==> src/rtl/xf_pkg.sv <==
package xf_pkg;

    typedef enum logic [1:0] {
        ST_RUN       = 2'd0,
        ST_HALT_TX   = 2'd1,
        ST_PAUSED    = 2'd2,
        ST_RESUME_TX = 2'd3
    } xf_state_e;

    localparam logic [1:0] MODE_OFF  = 2'b00;
    localparam logic [1:0] MODE_SET2 = 2'b01;
    localparam logic [1:0] MODE_SET1 = 2'b10;
    localparam logic [1:0] MODE_BOTH = 2'b11;

    // Index of the last character in a sequence for a given mode.
    function automatic logic [1:0] seq_last(input logic [1:0] mode);
        return (mode == MODE_BOTH) ? 2'd3 : 2'd1;
    endfunction

endpackage

==> src/rtl/xf_trigger.sv <==
module xf_trigger #(
    parameter int LVL_W   = 7,
    parameter int TRIG_W  = 4,
    parameter int SCALE_SH = 2
) (
    input  logic [LVL_W-1:0]  fifo_level,
    input  logic [TRIG_W-1:0] halt_trig,
    input  logic [TRIG_W-1:0] resume_trig,
    output logic              over_halt,
    output logic              at_resume
);
    localparam int TW = TRIG_W + SCALE_SH;
    localparam int CW = (LVL_W > TW) ? LVL_W : TW;

    logic [CW-1:0] lvl_x;
    logic [CW-1:0] halt_x;
    logic [CW-1:0] resume_x;

    always_comb begin
        lvl_x    = CW'(fifo_level);
        halt_x   = CW'(halt_trig) << SCALE_SH;
        resume_x = CW'(resume_trig) << SCALE_SH;
        over_halt = (lvl_x > halt_x);
        at_resume = (lvl_x <= resume_x);
    end
endmodule

==> src/rtl/xf_char_pick.sv <==
module xf_char_pick #(
    parameter int CHAR_W = 8,
    parameter int MIN_W  = 5
) (
    input  logic [1:0]        seq_mode,
    input  logic              send_xon,
    input  logic [1:0]        idx,
    input  logic [1:0]        word_len,
    input  logic [CHAR_W-1:0] xon1,
    input  logic [CHAR_W-1:0] xon2,
    input  logic [CHAR_W-1:0] xoff1,
    input  logic [CHAR_W-1:0] xoff2,
    output logic [CHAR_W-1:0] char_data
);
    import xf_pkg::*;

    logic              use_set2;
    logic [CHAR_W-1:0] raw;
    logic [CHAR_W-1:0] keep;

    always_comb begin
        unique case (seq_mode)
            MODE_SET2: use_set2 = 1'b1;
            MODE_BOTH: use_set2 = idx[0];
            default:   use_set2 = 1'b0;
        endcase
        if (send_xon) raw = use_set2 ? xon2 : xon1;
        else          raw = use_set2 ? xoff2 : xoff1;
    end

    genvar b;
    generate
        for (b = 0; b < CHAR_W; b++) begin : g_mask
            if (b < MIN_W) begin : g_fixed
                assign keep[b] = 1'b1;
            end else begin : g_var
                assign keep[b] = (int'(word_len) >= (b - MIN_W + 1));
            end
        end
    endgenerate

    assign char_data = raw & keep;
endmodule

==> src/rtl/xf_seq_fsm.sv <==
module xf_seq_fsm (
    input  logic       clk,
    input  logic       rst_n,
    input  logic [1:0] tx_mode,
    input  logic       over_halt,
    input  logic       at_resume,
    input  logic       char_ready,
    output logic       char_valid,
    output logic       send_xon,
    output logic [1:0] idx,
    output logic [1:0] seq_mode,
    output logic       fifo_stall,
    output logic       flow_paused
);
    import xf_pkg::*;

    xf_state_e state, state_nxt;
    logic [1:0] idx_nxt;
    logic [1:0] mode_nxt;
    logic       accept;

    assign accept = char_valid && char_ready;

    // State register
    always_ff @(posedge clk or negedge rst_n) begin
        if (!rst_n) begin
            state    <= ST_RUN;
            idx      <= 2'd0;
            seq_mode <= MODE_OFF;
        end else begin
            state    <= state_nxt;
            idx      <= idx_nxt;
            seq_mode <= mode_nxt;
        end
    end

    // Next state
    always_comb begin
        state_nxt = state;
        idx_nxt   = idx;
        mode_nxt  = seq_mode;
        unique case (state)
            ST_RUN: begin
                if (tx_mode != MODE_OFF && over_halt) begin
                    state_nxt = ST_HALT_TX;
                    idx_nxt   = 2'd0;
                    mode_nxt  = tx_mode;
                end
            end
            ST_HALT_TX: begin
                if (accept) begin
                    if (idx == seq_last(seq_mode)) state_nxt = ST_PAUSED;
                    else                           idx_nxt   = idx + 2'd1;
                end
            end
            ST_PAUSED: begin
                if (tx_mode == MODE_OFF || at_resume) begin
                    state_nxt = ST_RESUME_TX;
                    idx_nxt   = 2'd0;
                end
            end
            ST_RESUME_TX: begin
                if (accept) begin
                    if (idx == seq_last(seq_mode)) state_nxt = ST_RUN;
                    else                           idx_nxt   = idx + 2'd1;
                end
            end
        endcase
    end

    // Outputs
    always_comb begin
        char_valid  = 1'b0;
        send_xon    = 1'b0;
        fifo_stall  = 1'b0;
        flow_paused = 1'b0;
        unique case (state)
            ST_RUN: ;
            ST_HALT_TX: begin
                char_valid = 1'b1;
                fifo_stall = 1'b1;
            end
            ST_PAUSED: flow_paused = 1'b1;
            ST_RESUME_TX: begin
                char_valid  = 1'b1;
                send_xon    = 1'b1;
                fifo_stall  = 1'b1;
                flow_paused = 1'b1;
            end
        endcase
    end
endmodule

==> src/rtl/xonxoff_tx_gen.sv <==
module xonxoff_tx_gen #(
    parameter int LVL_W      = 7,
    parameter int TRIG_W     = 4,
    parameter int TRIG_SCALE = 4,
    parameter int CHAR_W     = 8
) (
    input  logic              clk,
    input  logic              rst_n,
    input  logic [LVL_W-1:0]  fifo_level,
    input  logic [TRIG_W-1:0] halt_trig,
    input  logic [TRIG_W-1:0] resume_trig,
    input  logic [1:0]        tx_mode,
    input  logic [CHAR_W-1:0] xon1,
    input  logic [CHAR_W-1:0] xon2,
    input  logic [CHAR_W-1:0] xoff1,
    input  logic [CHAR_W-1:0] xoff2,
    input  logic [1:0]        word_len,
    input  logic              char_ready,
    output logic              char_valid,
    output logic [CHAR_W-1:0] char_data,
    output logic              fifo_stall,
    output logic              flow_paused
);
    localparam int SCALE_SH = $clog2(TRIG_SCALE);
    localparam int MIN_W    = CHAR_W - 3;

    logic       over_halt;
    logic       at_resume;
    logic       send_xon;
    logic [1:0] idx;
    logic [1:0] seq_mode;

    xf_trigger #(
        .LVL_W(LVL_W), .TRIG_W(TRIG_W), .SCALE_SH(SCALE_SH)
    ) u_trig (
        .fifo_level (fifo_level),
        .halt_trig  (halt_trig),
        .resume_trig(resume_trig),
        .over_halt  (over_halt),
        .at_resume  (at_resume)
    );

    xf_seq_fsm u_fsm (
        .clk        (clk),
        .rst_n      (rst_n),
        .tx_mode    (tx_mode),
        .over_halt  (over_halt),
        .at_resume  (at_resume),
        .char_ready (char_ready),
        .char_valid (char_valid),
        .send_xon   (send_xon),
        .idx        (idx),
        .seq_mode   (seq_mode),
        .fifo_stall (fifo_stall),
        .flow_paused(flow_paused)
    );

    xf_char_pick #(
        .CHAR_W(CHAR_W), .MIN_W(MIN_W)
    ) u_pick (
        .seq_mode (seq_mode),
        .send_xon (send_xon),
        .idx      (idx),
        .word_len (word_len),
        .xon1     (xon1),
        .xon2     (xon2),
        .xoff1    (xoff1),
        .xoff2    (xoff2),
        .char_data(char_data)
    );
endmodule

==> config.mk <==
export PLATFORM = sky130hd
export DESIGN_NAME = xonxoff_tx_gen
export DESIGN_NICKNAME = d
export VERILOG_FILES = /design/src/rtl/xf_pkg.sv /design/src/rtl/xf_trigger.sv /design/src/rtl/xf_char_pick.sv /design/src/rtl/xf_seq_fsm.sv /design/src/rtl/xonxoff_tx_gen.sv
export SDC_FILE = /design/constraint.sdc
export NUM_CORES = 1
export LEC_CHECK = 0
export BUFFER_PORTS_ARGS = -buffer_cell sky130_fd_sc_hd__buf_2
export CAP_MARGIN = 20
export CORE_UTILIZATION = 40
export CTS_CLUSTER_DIAMETER = 30
export DETAILED_ROUTE_END_ITERATION = 16
export PLACE_DENSITY_LB_ADDON = 0.08
export SYNTH_ARGS = -nofsm -noshare
export SYNTH_HDL_FRONTEND = slang
export SYNTH_SLANG_ARGS = --single-unit
==> constraint.sdc <==
create_clock -name clk -period 2.6 [get_ports clk]
set_input_delay 0.26 -clock clk [delete_from_list [all_inputs] [get_ports clk]]
set_output_delay 0.26 -clock clk [all_outputs]
set_load 0.005 [all_outputs]
==> summary.md <==
| Metric | Value |
|---|---|
| Status | `completed` |
| Int Pwr | `0.000608 W` |
| Met2 wire length | `981 um` |
| Flops & latches, synth | `6` |
| ANT nets after route | `0` |
| IO Port Bufs | `between 60 and 70` |
| Peak supply drop | `about 530 uV` |
| Ports | `65` |
| Worst slew margin | `62.5%` |
| Number of global-route vias before repair | `around 880` |
| Hold WC Path Type | `in2reg` |
| TritonCTS Buffers | `3` |
| Clock Sinks | `6` |
| Most used DFF post-synth | `dfrtp_1` |
| Total routed wirelength | `approximately 2.1 mm` |
| WL/cell | `between 10 and 15 um` |
| Share of power burned in registers | `around a fifth` |
| DR top layer | `met3` |
| Core ar. | `between 2000 and 2500 um2` |
| Antenna diodes | `0` |
| Vias post-DR | `906` |
| CTS clk-pin slew, worst paths | `0.05 ns` |
| Post-synthesis simple-gate area fraction | `around a tenth` |
| Commonest non-fill, non-tap cell in the layout | `buf_2` |
| Root Buffer | `clkbuf_4` |
| CTS Buffer Depth | `2` |
| Syn Nets | `~150` |
| Tmin final | `2.28 ns` |
| Fmax | `approximately 0.44 GHz` |
| Die extent in x | `~48 um` |
| Sequential area share after synthesis | `17.4%` |
| CP Max Fanout | `11` |
| Pwr dens | `813 nW/um2` |
| Wl on met1 | `893 um` |
| Least-Margin Pin Slew | `roughly 0.56 ns` |
| Grt total ovfl | `0` |
| Final setup vio count | `0` |
| Global placer's final weighted congestion | `0.849` |
| Final Hold Violating Endpoints | `0` |
| Antenna violations before repair | `0` |
| Lkg Pwr | `0.686 nW` |
| Most frequent cells in the layout | `64 x buf_2, 14 x inv_1, 12 x ha_1, 7 x mux4_2` |
| DRT Pass-1 Iters | `4` |
| Nets | `220` |
| Die ar. | `about 2400 um2` |
| Compound-Gate Fraction of Synth Area | `about a fifth` |
| Final Util | `roughly 62%` |
| Async SR Flop Fraction | `100%` |
| Final period util | `87.6%` |
| Die Y | `between 40 and 50 um` |
| Mapped Area | `roughly 860 um2` |
| Syn avg cell area | `10.2 um2` |
| RSZ-0062 raised after global routing | `no` |
| Register area | `150 um2` |
| First-pass GRT wire length | `between 3 and 4 mm` |
| Clock share of power | `8.7%` |
| WS Path Type | `reg2out` |
| DRT iter0 DRCs | `9` |
| Crit path arrival time | `~2.0 ns` |
| Xor/xnor share of the synthesized area | `0%` |
| Switching part of the total power | `approximately two fifths` |
| Setup Fix Bufs, Post-CTS | `0` |
| Max-Cap Viols | `0` |
| Vias per inst | `5.06` |
| Row count | `16` |
| Main combinational cell family by area after synthesis | `multiplexers` |
| Initial Util | `43.2%` |
| TritonCTS clock tree | `built` |
| YS warnings | `0` |
| Comb power frac | `72.1%` |
| Setup_tns | `0 ns` |
| Number of synthesized flops with an enable pin | `0` |
| Overall routing resource usage | `around a fifth` |
| Multi-input gate area | `roughly 650 um2` |
| Largest net degree at the start of global routing | `12` |
| Layout fillers | `~180` |
| Clk Latency, worst-skew pair | `~0.24 ns` |
| Final Skew | `~0.0015 ns` |
| CP required | `roughly 2.3 ns` |
| Crit start category | `register` |
| Post-synthesis mux area share | `between 20% and 30%` |
| Area growth syn-to-layout | `44.3%` |
| H-Tree Level Count | `1` |
| P_sw | `approximately 0.0004 W` |
| Met3 wire len | `approximately 200 um` |
| DP HPWL | `approximately 1.8 mm` |
| Synth cell types | `37` |
| Share of layout cells above drive strength 1 | `approximately 55%` |
| Synth Instances | `85` |
| Final Max Slew Viols | `0` |
| Post-Synth Adder-Cell Area | `between 10% and 20%` |
| # DRC | `0` |
| Critical path capture point type | `output port` |
-- flip-flops by register name, summed over array words and instances, names as in the netlist --
name	cells
u_fsm.idx	2
u_fsm.seq_mode	2
u_fsm.state	2
-- path summary, 6_finish.rpt --
check,slack [ns],end,cells after the start,from
worst min-delay path,0.28,u_fsm.seq_mode[1],2,tx_mode[1]
worst min register to register,0.55,u_fsm.idx[1],1,u_fsm.idx[1]
worst max-delay path,0.32,char_data[6],4,u_fsm.state[1]
max in group asynchronous,2.09,u_fsm.seq_mode[1],2,rst_n
min in group asynchronous,0.37,u_fsm.seq_mode[0],2,rst_n
worst max register to register,0.53,u_fsm.state[1],5,u_fsm.state[1]
-- per-stage QoR --
stage | power, W | instance area (um2) | setup WS, ns | cells | hold WS (ns)
2_1_floorplan | 0.000733 | 865 | 0.660 | 85 | -0.0356
6_report | 0.00101 | 1250 | 0.324 | 179 | 0.284
5_1_grt | 0.00111 | 1250 | 0.183 | 179 | 0.288
3_5_place_dp | 0.000934 | 1210 | 0.508 | 175 | 0.0944
4_1_cts | 0.00103 | 1250 | 0.290 | 179 | 0.276
3_3_place_gp | 0.000918 | 1210 | 0.595 | 175 | 0.0911
-- worst max-delay path: stages, from the launching register on --
cell and delay [ns]:
dfrtp_1 0.39, ha_1 0.54, mux4_2 0.56, and2_1 0.16, buf_2 0.12
-- area by class of cell --
| cell class | count | share of cell area (%) |
|---|---|---|
| tap | 27 | 2.71 |
| multi-input combinational | 63 | 52.2 |
| clock buffer | 3 | 1.81 |
| inverter | 14 | 4.21 |
| timing repair buffer | 66 | 27.1 |
| sequential | 6 | 12.0 |
-- power by group through the flow --
stage | registers, W | clock network, W | logic (W)
after detailed placement | 0.000196 | 0 | 0.000738
after global routing | 0.000204 | 0.0000987 | 0.000808
after floorplan | 0.000183 | 0 | 0.000549
after global placement | 0.000194 | 0 | 0.000724
final | 0.000194 | 0.0000882 | 0.000731
after CTS | 0.000195 | 0.0000929 | 0.000740
-- synthesized netlist by cell type (2+ instances only) --
cell type	n	area [um2]
mux4_2	7	158
o21a_1	2	15.0
nor2_1	6	22.5
a21oi_1	3	15.0
nand3_1	2	10.0
nand4_1	2	12.5
dfrtp_1	6	150
mux2_2	2	22.5
mux2i_1	2	20.0
inv_1	14	52.6
nand2_1	2	7.51
ha_1	12	150
-- metal layers --
layer  up-vias  global-route usage [%]
li1        460                       -
met1       398                    24.5
met2        48                    36.9
met3         0                    5.97
met4         0                    2.94
met5         -                       0
-- kinds of logic after synthesis --
kind of cell	after synthesis
compound gates	21
simple gates	17
buf+inv	16
mux	13
fa+ha+maj	12
flops	6
-- timing repair --
| item | CTS | global route |
|---|---|---|
| hold buffers | 1 | 0 |
| resized for setup | 0 | 0 |
| hold endpoints to repair | 6 | 0 |
(Power assumes the default switching activity.)
